### config.mk
export PLATFORM = sky130hd
export DESIGN_NAME = pkt_window_top
export DESIGN_NICKNAME = d
export VERILOG_FILES = /design/src/rtl/pdw_pkg.sv /design/src/rtl/pdw_decode.sv /design/src/rtl/pdw_pointer.sv /design/src/rtl/pdw_addr.sv /design/src/rtl/pdw_rdret.sv /design/src/rtl/pkt_window_top.sv
export SDC_FILE = /design/constraint.sdc
export NUM_CORES = 1
export LEC_CHECK = 0
export BUFFER_PORTS_ARGS = -buffer_cell sky130_fd_sc_hd__buf_2
export CORE_ASPECT_RATIO = 0.5
export CORE_UTILIZATION = 40
export DETAILED_ROUTE_END_ITERATION = 10
export PLACE_DENSITY = 0.64
export SETUP_SLACK_MARGIN = 0.3
export SYNTH_ARGS = -nofsm -noshare
export SYNTH_HDL_FRONTEND = slang
export SYNTH_SLANG_ARGS = --single-unit
### constraint.sdc
create_clock -name clk -period 3 [get_ports clk]
set_input_delay 0 -clock clk [delete_from_list [all_inputs] [get_ports clk]]
set_output_delay 0 -clock clk [all_outputs]
set_load 0.1 [all_outputs]
### src/rtl/pdw_pkg.sv
package pdw_pkg;
  localparam logic [3:0] WIN_PTR_LO = 4'd6;
  localparam logic [3:0] WIN_PTR_HI = 4'd7;
  localparam logic [1:0] WIN_DATA_HI = 2'b10;
  localparam int PTR_SRC_BIT = 15;
  localparam int PTR_INC_BIT = 14;
  localparam logic [7:0] HI_READ_MASK = 8'hF7;

  typedef enum logic [1:0] {
    ACC_NONE   = 2'd0,
    ACC_PTR_LO = 2'd1,
    ACC_PTR_HI = 2'd2,
    ACC_DATA   = 2'd3
  } acc_kind_e;
endpackage

### src/rtl/pdw_decode.sv
module pdw_decode
  import pdw_pkg::*;
(
  input  logic [3:0] off,
  output acc_kind_e  kind,
  output logic [1:0] lane
);
  always_comb begin
    kind = ACC_NONE;
    if (off[3:2] == WIN_DATA_HI) kind = ACC_DATA;
    else if (off == WIN_PTR_LO)  kind = ACC_PTR_LO;
    else if (off == WIN_PTR_HI)  kind = ACC_PTR_HI;
    lane = off[1:0];
  end
endmodule

### src/rtl/pdw_pointer.sv
module pdw_pointer
  import pdw_pkg::*;
#(
  parameter int OFF_W = 11
) (
  input  logic        clk,
  input  logic        rst_n,
  input  logic        wr_lo,
  input  logic        wr_hi,
  input  logic [7:0]  wdata,
  input  logic        data_acc,
  output logic [15:0] ptr
);
  logic [15:0] ptr_q, ptr_d;
  logic        ptr_en;
  logic        step;

  always_comb begin
    step   = data_acc && ptr_q[PTR_INC_BIT];
    ptr_d  = ptr_q;
    if (wr_lo) ptr_d[7:0]  = wdata;
    if (wr_hi) ptr_d[15:8] = wdata;
    if (step)  ptr_d[OFF_W-1:0] = ptr_q[OFF_W-1:0] + OFF_W'(1);
    ptr_en = wr_lo || wr_hi || step;
  end

  always_ff @(posedge clk or negedge rst_n) begin
    if (!rst_n)      ptr_q <= '0;
    else if (ptr_en) ptr_q <= ptr_d;
  end

  assign ptr = ptr_q;

  assert_autoinc_step_R4: assert property (@(posedge clk) disable iff (!rst_n)
    (data_acc && ptr_q[PTR_INC_BIT]) |=>
      (ptr_q[OFF_W-1:0] == OFF_W'($past(ptr_q[OFF_W-1:0]) + OFF_W'(1))) &&
      (ptr_q[15:OFF_W] == $past(ptr_q[15:OFF_W])));

  assert_indexed_hold_R5: assert property (@(posedge clk) disable iff (!rst_n)
    (data_acc && !ptr_q[PTR_INC_BIT]) |=> $stable(ptr_q));
endmodule

### src/rtl/pdw_addr.sv
module pdw_addr
  import pdw_pkg::*;
#(
  parameter int OFF_W = 11,
  parameter int PG_W  = 2
) (
  input  logic [15:0]          ptr,
  input  logic [PG_W-1:0]      rxq_head,
  input  logic [PG_W-1:0]      pkt_num,
  input  logic [1:0]           lane,
  output logic [PG_W+OFF_W-1:0] addr
);
  logic [PG_W-1:0]  page;
  logic [OFF_W-1:0] off;

  always_comb begin
    page = ptr[PTR_SRC_BIT] ? rxq_head : pkt_num;
    if (ptr[PTR_INC_BIT]) off = ptr[OFF_W-1:0];
    else                  off = ptr[OFF_W-1:0] + OFF_W'(lane);
    addr = {page, off};
  end
endmodule

### src/rtl/pdw_rdret.sv
module pdw_rdret (
  input  logic       clk,
  input  logic       rst_n,
  input  logic       rd,
  input  logic       from_ram,
  input  logic [7:0] reg_byte,
  input  logic [7:0] ram_rdata,
  output logic [7:0] rdata,
  output logic       rvalid
);
  logic       vld_q;
  logic       src_q;
  logic [7:0] hold_q;

  always_ff @(posedge clk or negedge rst_n) begin
    if (!rst_n) begin
      vld_q <= 1'b0;
      src_q <= 1'b0;
    end else begin
      vld_q <= rd;
      if (rd) src_q <= from_ram;
    end
  end

  always_ff @(posedge clk or negedge rst_n) begin
    if (!rst_n)                hold_q <= '0;
    else if (rd && !from_ram)  hold_q <= reg_byte;
  end

  assign rvalid = vld_q;
  assign rdata  = src_q ? ram_rdata : hold_q;

  assert_rvalid_follows_R6: assert property (@(posedge clk) disable iff (!rst_n)
    rd |=> rvalid);
  assert_no_spurious_rvalid_R6: assert property (@(posedge clk) disable iff (!rst_n)
    !rd |=> !rvalid);
endmodule

### src/rtl/pkt_window_top.sv
module pkt_window_top
  import pdw_pkg::*;
#(
  parameter int PAGE_CNT   = 4,
  parameter int PAGE_BYTES = 2048,
  localparam int OFF_W  = $clog2(PAGE_BYTES),
  localparam int PG_W   = $clog2(PAGE_CNT),
  localparam int ADDR_W = PG_W + OFF_W
) (
  input  logic              clk,
  input  logic              rst_n,
  input  logic              reg_wr,
  input  logic              reg_rd,
  input  logic [3:0]        reg_off,
  input  logic [7:0]        reg_wdata,
  output logic [7:0]        reg_rdata,
  output logic              reg_rvalid,
  input  logic [PG_W-1:0]   rxq_head,
  input  logic [PG_W-1:0]   pkt_num,
  output logic              ram_en,
  output logic              ram_we,
  output logic [ADDR_W-1:0] ram_addr,
  output logic [7:0]        ram_wdata,
  input  logic [7:0]        ram_rdata
);
  acc_kind_e   kind;
  logic [1:0]  lane;
  logic [15:0] ptr;
  logic        data_acc;
  logic [7:0]  reg_byte;

  pdw_decode u_dec (.off(reg_off), .kind(kind), .lane(lane));

  assign data_acc = (reg_wr || reg_rd) && (kind == ACC_DATA);

  pdw_pointer #(.OFF_W(OFF_W)) u_ptr (
    .clk(clk), .rst_n(rst_n),
    .wr_lo(reg_wr && kind == ACC_PTR_LO),
    .wr_hi(reg_wr && kind == ACC_PTR_HI),
    .wdata(reg_wdata), .data_acc(data_acc), .ptr(ptr)
  );

  pdw_addr #(.OFF_W(OFF_W), .PG_W(PG_W)) u_addr (
    .ptr(ptr), .rxq_head(rxq_head), .pkt_num(pkt_num),
    .lane(lane), .addr(ram_addr)
  );

  always_comb begin
    case (kind)
      ACC_PTR_LO: reg_byte = ptr[7:0];
      ACC_PTR_HI: reg_byte = ptr[15:8] & HI_READ_MASK;
      default:    reg_byte = 8'h00;
    endcase
  end

  assign ram_en    = data_acc;
  assign ram_we    = data_acc && reg_wr;
  assign ram_wdata = reg_wdata;

  pdw_rdret u_ret (
    .clk(clk), .rst_n(rst_n), .rd(reg_rd),
    .from_ram(kind == ACC_DATA), .reg_byte(reg_byte),
    .ram_rdata(ram_rdata), .rdata(reg_rdata), .rvalid(reg_rvalid)
  );

  assert_single_op_R6: assert property (@(posedge clk) disable iff (!rst_n)
    !(reg_wr && reg_rd));
  assert_ram_only_data_R9: assert property (@(posedge clk) disable iff (!rst_n)
    ram_en |-> (reg_off >= 4'd8 && reg_off <= 4'd11));
  assert_write_path_R7: assert property (@(posedge clk) disable iff (!rst_n)
    ram_we |-> (ram_en && reg_wr && ram_wdata == reg_wdata));
  assert_hi_bit11_zero_R2: assert property (@(posedge clk) disable iff (!rst_n)
    (reg_rd && reg_off == WIN_PTR_HI) |=> !reg_rdata[3]);
endmodule

; ---- Yosys cells after proc, flatten, opt, wreduce, memory -nomap -nowiden
; Index checks and enable logic that the tools add are counted.
[word_totals]
romBits = 0
ram_bits = 0
latchBits = 0
n_memories = 0
out_inout_bits = 32
regBits = 26
[classes]
n_eq_ne = 6
n_lt_le_gt_ge = 0
reduce_logical = 15
shifts = 0
mux = 10
bitwise_logic = 0
addsub = 2
n_mul = 0
n_div = 0
[ops]
columns = cell, n
row1 = two-way mux 11 bit, 2
row2 = two-way mux 8 bit, 2
row3 = one-hot mux 8 bit (2 select lines), 1
row4 = "adder 11 x 1 -> 11 bit, second input constant", 1
row5 = adder 11 x 2 -> 11 bit, 1
row6 = "equality test 4 x 3 -> 1 bit, second input constant", 2
row7 = two-way mux 2 bit, 4
row8 = "equality test 2 bit, second input constant", 3
row9 = logical AND 1 bit, 6
row10 = AND reduction 2 bit, 3
row11 = nonzero test 2 bit, 2
row12 = logical OR 1 bit, 3
row13 = two-way mux 3 bit, 1
row14 = "equality test 2 x 1 -> 1 bit, second input constant", 1
row15 = logical NOT 1 bit, 1

; ---- Depth between registers and ports, before layout
; Gate-level depths: netlist (run 1).
[depth]
word_depth = 9
depth_mapped = 6
mapped_depth_nobuf = 6

; ---- Modules after synthesis
; From an unflattened synthesis (run 1), not the netlist that was laid out.
[hier_totals]
hier_cells = 191
hier_area_um2 = 2026.9
[modules_own_cells]
columns = mod, cells_per_inst, n_inst, seq_area_each_um2, area_each_um2
row1 = pdw_pointer, 82, 1, 400.4, 853.3
row2 = pdw_rdret, 30, 1, 250.2, 501.7
row3 = pdw_addr, 36, 1, 0.0, 325.3
row4 = pkt_window_top, 36, 1, 0.0, 291.5
row5 = pdw_decode, 7, 1, 0.0, 55.1

; ---- Worst setup path before layout (run 1)
; No wires, ideal clock.
[synth_timing]
kind = register -> output
from = reg u_ptr.ptr_q[0], in the netlist u_ptr.ptr[0]
to = out ram_addr[10]
path_buffers = 0
required_time_ns = 3.000
path_slack_ns = 0.083
arrival_ns = 2.917
stages_incl_launch_ff = 7
path_cell_list = dfrtp_1 ha_1 fa_1 and3b_1 nand2_1 nor2_1 xnor2_1
[synth_between]
elab_chain_cells = 2
[synth_rtl]
columns = item, line
row1 = from (decl), pdw_pointer.sv:14  ; logic [15:0] ptr_q, ptr_d;
row2 = from (signal assigned), pdw_pointer.sv:29  ; else if (ptr_en) ptr_q <= ptr_d;
row3 = adder 11 x 2 -> 11 bit, pdw_addr.sv:19  ; else off = ptr[OFF_W-1:0] + OFF_W'(lane);
row4 = two-way mux 11 bit, pdw_addr.sv:18  ; if (ptr[PTR_INC_BIT]) off = ptr[OFF_W-1:0];
row5 = to (decl), pkt_window_top.sv:22  ; output logic [ADDR_W-1:0] ram_addr,
; No other way between the ends.

; ---- Worst setup path in the final report (run 1)
[layout_timing]
from = reg u_ptr.ptr_q[1], in the netlist u_ptr.ptr[1]
to = out ram_addr[7]
; The elaborated chain is that of the path after synthesis.

==> impl_metrics.toml, run 1 <==
[pwr]
ir_worst_vdd_uv = 417
power_density_nw_per_um2 = 870
p_leak_nw = 0.988

[yosys]
synth.distinct_cells = 45
synth_area_sq_um = 1670
synth_cells = 180
synthArstFlopShare = 1.00
yosysWarnings = 0
ys_ff_latch = 25
synth_flop_cell = "dfrtp_1"
synth_edf_count = 0
synth-seq-area-share = 0.376
syn_nets = 212
syn_avg_cell_area_sq_um = 9.25

[floorplanning]
core-area_sq_um = 3940
die_width_microns = 93.3
io_pins = 60
rows = 16
start_util = 0.422
die_h_microns = 47.6
die-area_sq_um = 4440

[clock_tree]
cts_max_level = 1
clk_latency_ns = 0.27
cts_tree = "built"
cts-root-buf = "clkbuf_8"
clk_path_buf_depth = 2
cts_made_buffers = 3
clock_sinks = 25
clk_pin_slew_worst_paths_ns = 0.09
hold_buffers = 8
ctsResizeCount = 0
cts_post_setup_buffers_inserted = 0

[placed_design]
place.port_buffers = 59
dp.cells = 275
gp_congestion = 0.886
hpwl_microns = 3130

[min_path]
hold_path.class = "in2reg"

[cells_and_area]
finalNetCount = 266
layout-drive-gt1-share = 0.361
syn_to_final_growth_pct = 25.0
stdcell_count = 287
filler_cell_count = 389
final_util = 0.528
num_antenna_cells = 0

[routing]
drc_errors = 0
wire_per_inst_microns = 14.3
drtIter0Drc = 99
antenna_left = 0
drtPass1Iterations = 4
routed_via_density = 5.19
vias = 1489
wirelength_microns = 4100

[timing]
holdWs_ns = 0.0188
rsz0062_at_grt = "no"
slew_violations = 0
hold_viol = 0
max_slew_margin = 0.616
setup-violations-final = 0
tightest_slew_ns = 0.576
period_minus_slack_ns = 2.35
tns_ns = 0
post-route-period-util = 0.785
finalClockSkew_ns = 0.00209
fmax_mhz = 425

[critical_path]
start_kind = "flip-flop"
cp_top_family = "simple AND/OR/NAND/NOR gates"
cp.arrival_ns = 2.35
crit_required_ns = 3.00
crit_path_end_kind = "output pin"
crit_slowest_cell = "dfrtp_1"
cpPeakStageDelay_ns = 0.48
path_buf_inv = 1
crit_type = "reg2out"
worst-path-max-fanout = 7
path_cells = "ha_1 -> a21oi_1 -> or3b_1 -> nor2b_1 -> xor2_2 -> buf_2"

[global_routing]
gr-usage-all-layers = 0.188
antenna_found_initial = 0
grt_pass1_wl_microns = 6160
grt_pass1_vias = 1207
grt_max_degree = 26
grt-ovfl-total = 0

[status]
status = "finished clean"

[job]
drv_cap = 0
==> cell families (layout without fill, tap and decap cells) <==
kind of cell,after synthesis,count (layout),share of synthesized area
AO/OA/AOI/OAI,28,28,0.117
XOR/XNOR,9,9,0.0473
adder cells (fa/ha/maj),4,4,0.0346
buffers and inverters,21,74,0.0744
flip-flops,25,25,0.376
multiplexers,19,19,0.123
AND/OR/NAND/NOR,74,74,0.228
==> state kept, by name, summed over array words and instances (netlist names) <==
name and count:
u_ret.rvalid 1, u_ret.src_q 1, u_ret.hold_q 8, u_ptr.ptr 15
==> report_power, final <==
group          switching (W)  leakage (nW)  total [W]  internal, W
Combinational       0.000834         0.652    0.00107     0.000234
Sequential          0.000131         0.315   0.000535     0.000404
Clock               0.000114        0.0217   0.000208    0.0000943
Total                0.00108         0.988    0.00181     0.000733
==> Yosys cell counts, types with 4 or more instances <==
cell type  instances  area, sq um
nand2_1           29          109
dfrtp_1           25          626
nor2_1            14         52.6
mux2_2            12          135
o21ai_0            9         45.0
buf_4              8         60.1
nand3_1            8         40.0
a211oi_1           7         52.6
mux2i_1            7         70.1
buf_2              5         25.0
xnor2_1            5         43.8
xor2_1             4         35.0
==> layout make-up <==
| cell class | instances | area (sq um) | share of cell area |
|---|---|---|---|
| tap | 54 | 67.6 | 0.0325 |
| timing repair buffer | 67 | 375 | 0.180 |
| clock buffer | 3 | 41.3 | 0.0198 |
| multi-input combinational | 134 | 953 | 0.458 |
| inverter | 3 | 11.3 | 0.00541 |
| clock inverter | 1 | 7.51 | 0.00361 |
| sequential | 25 | 626 | 0.300 |
==> final timing paths <==
check	cells past startpoint	from	slack, ns	to
worst max-delay path	6	u_ptr.ptr[1]$_DFFE_PN0P_	0.65	ram_addr[7]
worst min-delay path	3	reg_wdata[0]	0.02	u_ptr.ptr[8]$_DFFE_PN0P_
worst max register to register	4	u_ptr.ptr[14]$_DFFE_PN0P_	1.31	u_ptr.ptr[9]$_DFFE_PN0P_
worst min register to register	2	u_ptr.ptr[13]$_DFFE_PN0P_	0.48	u_ptr.ptr[13]$_DFFE_PN0P_
max in group asynchronous	2	rst_n	2.37	u_ptr.ptr[10]$_DFFE_PN0P_
min in group asynchronous	2	rst_n	0.25	u_ret.hold_q[7]$_DFFE_PN0P_
==> placed cells by master, fill, tap and decap left out, types with 4 or more instances in the layout <==
cell type	Yosys	layout
nor2_1	14	14
dlygate4sd3_1	0	8
xor2_2	0	4
dfrtp_1	25	25
o21ai_0	9	9
nand2_1	29	29
buf_2	5	59
mux2_2	12	12
xnor2_1	5	4
mux2i_1	7	7
nand3_1	8	8
a211oi_1	7	7
==> routing by layer <==
metal	wire length (microns)	up-vias	global-route usage
met3	319	2	0.0397
met4	14	0	0.0277
met2	1870	57	0.322
li1	-	736	-
met5	0	-	0
met1	1890	694	0.260
==> stage by stage <==
step	setup slack (ns)	instance area, sq um	power [W]
after global routing	0.529	2080	0.00190
final	0.646	2080	0.00181
after global placement	1.00	1950	0.00158
after CTS	0.635	2080	0.00182
after detailed placement	0.948	1950	0.00160
after floorplan	0.246	1700	0.00145
==> tightest hold or removal path: stages <==
cell      delay, ns
buf_2          0.12
nor2_1         0.09
a311oi_1       0.05
Note: power is estimated with default switching activity, not from simulation.
==> run 2: changes to the inputs <==
==> constraint.sdc (replaced) <==
create_clock -name clk -period 2.2 [get_ports clk]
set_input_delay 0 -clock clk [delete_from_list [all_inputs] [get_ports clk]]
set_output_delay 0 -clock clk [all_outputs]
set_load 0.1 [all_outputs]
==> impl_metrics.toml, run 2 (synthesis results as in run 1) <==
[status]
status = "finished clean"

[floorplanning]
io_pins = 60
core-area_sq_um = 3940
die_width_microns = 93.3
die-area_sq_um = 4440
die_h_microns = 47.6
rows = 16
start_util = 0.422

[routing]
drc_errors = 0
antenna_left = 0
wirelength_microns = 4450
drtPass1Iterations = 4
wire_per_inst_microns = 15.1
vias = 1547
routed_via_density = 5.24
drtIter0Drc = 98

[critical_path]
worst-path-max-fanout = 4
path_buf_inv = 1
reg2reg_from = "u_ptr.ptr[1]$_DFFE_PN0P_"
reg2reg_depth = 7
rr_endpoint = "u_ptr.ptr[10]$_DFFE_PN0P_"
path_cells = "ha_4 -> a21oi_2 -> or3b_4 -> nor2b_4 -> xor2_4 -> buf_12"
crit_slowest_cell = "dfrtp_2"
crit_path_end_kind = "output pin"
start_kind = "flip-flop"
crit_required_ns = 2.20
r2r_setup_slack_ns = 0.38
cp_top_family = "simple AND/OR/NAND/NOR gates"
cp.arrival_ns = 2.02
cpPeakStageDelay_ns = 0.44
crit_type = "reg2out"

[cells_and_area]
largest_reg_flops = 15
layout_commonest_cell = "buf_2"
layout-drive-gt1-share = 0.465
final_util = 0.620
finalNetCount = 274
syn_to_final_growth_pct = 46.8
num_antenna_cells = 0
final_cell_mix = "49 x buf_2, 27 x nand2_1, 22 x dfrtp_1, 12 x mux2_2, 10 x nor2_1"

[min_path]
min_to = "u_ptr.ptr[3]$_DFFE_PN0P_"
hold_start = "reg_wdata[3]"
whs_path_depth = 3
hold_path.class = "in2reg"

[pwr]
pwr-share-comb = 0.647
power_density_nw_per_um2 = 1190
ir_worst_vdd_uv = 986
power_frac_seq = 0.256
switching_share = 0.553
p_clk_frac = 0.097
p_leak_nw = 1.12
p_switching_w = 0.00161
p_int_w = 0.00130

[clock_tree]
cts_max_level = 1
cts_made_buffers = 3
clock_sinks = 25
clk_path_buf_depth = 2
cts_tree = "built"
clk_pin_slew_worst_paths_ns = 0.09
clk_latency_ns = 0.27
cts-root-buf = "clkbuf_8"

[global_routing]
gr-usage-met3 = 0.0571
grt-ovfl-total = 0
grt_max_degree = 26
antenna_found_initial = 1
busiest_layer = "met2"
grtUsageMet1 = 0.305
grt_pass1_vias = 1372
grt_pass1_wl_microns = 6960
use_met2 = 0.334
gr-usage-all-layers = 0.212

[timing]
finalClockSkew_ns = 0.00347
period_minus_slack_ns = 2.02
max_slew_margin = 0.625
hold_viol = 0
setup-violations-final = 0
tightest_slew_ns = 0.563
post-route-period-util = 0.918
rsz0062_at_grt = "yes"
holdWs_ns = 0.00726
slew_violations = 0
fmax_mhz = 495

[placed_design]
place.port_buffers = 59
gp_congestion = 0.823
hpwl_microns = 3300

[job]
drv_cap = 0
## run 2: cell type report
class                      instances  area (sq um)
clock buffer                       3          41.3
inverter                           3          11.3
tap                               54          67.6
sequential                        25           629
timing repair buffer              75           559
multi-input combinational        134          1130
clock inverter                     1          7.51
fill                             361          1500
## run 2: worst reg2reg max path, cell delays in order (launching register included)
cell	delay, ns
dfrtp_2	0.44
buf_4	0.15
buf_4	0.15
ha_1	0.16
and2_1	0.16
and4_4	0.21
a32o_1	0.26
a31o_1	0.18
## run 2: through the flow
| step | setup TNS (ns) | total power (W) | worst slack [ns] | std cells | area (sq um) |
|---|---|---|---|---|---|
| 2_1_floorplan | -0.0558 | 0.00207 | -0.0558 | 180 | 1810 |
| 3_3_place_gp | 0 | 0.00241 | 0.321 | 276 | 2180 |
| 3_5_place_dp | 0 | 0.00243 | 0.265 | 276 | 2180 |
| 4_1_cts | 0 | 0.00287 | 0.199 | 295 | 2420 |
| 5_1_grt | 0 | 0.00304 | 0.143 | 295 | 2440 |
| 6_report | 0 | 0.00291 | 0.181 | 295 | 2440 |
## run 2: repair_timing
item	CTS	global route
resized for setup	16	6
setup buffers	7	0
hold buffers	8	0
hold endpoints to repair	32	0
pin swaps	3	5
setup endpoints to repair	10	10
## run 2: routing by layer
layer	wire, microns	vias up
li1	-	750
met1	2040	728
met2	2030	67
met3	368	2
met4	13	0
met5	0	-
## run 2: worst max-delay path by stage
stage	slack, ns	cells after the start	startpoint	to
floorplan	-0.06	6	u_ptr.ptr[0]$_DFFE_PN0P_	ram_addr[10]
global placement	0.32	6	u_ptr.ptr[1]$_DFFE_PN0P_	ram_addr[5]
detailed placement	0.27	6	u_ptr.ptr[1]$_DFFE_PN0P_	ram_addr[5]
CTS	0.20	6	u_ptr.ptr[1]$_DFFE_PN0P_	ram_addr[5]
global route	0.14	6	u_ptr.ptr[1]$_DFFE_PN0P_	ram_addr[3]
finish	0.18	6	u_ptr.ptr[1]$_DFFE_PN0P_	ram_addr[7]
## run 2: power by group through the flow
stage	clock network, W	logic, W	registers (W)
floorplan	0	0.00142	0.000651
global placement	0	0.00166	0.000747
detailed placement	0	0.00168	0.000755
CTS	0.000289	0.00185	0.000735
global route	0.000307	0.00197	0.000760
finish	0.000281	0.00188	0.000745
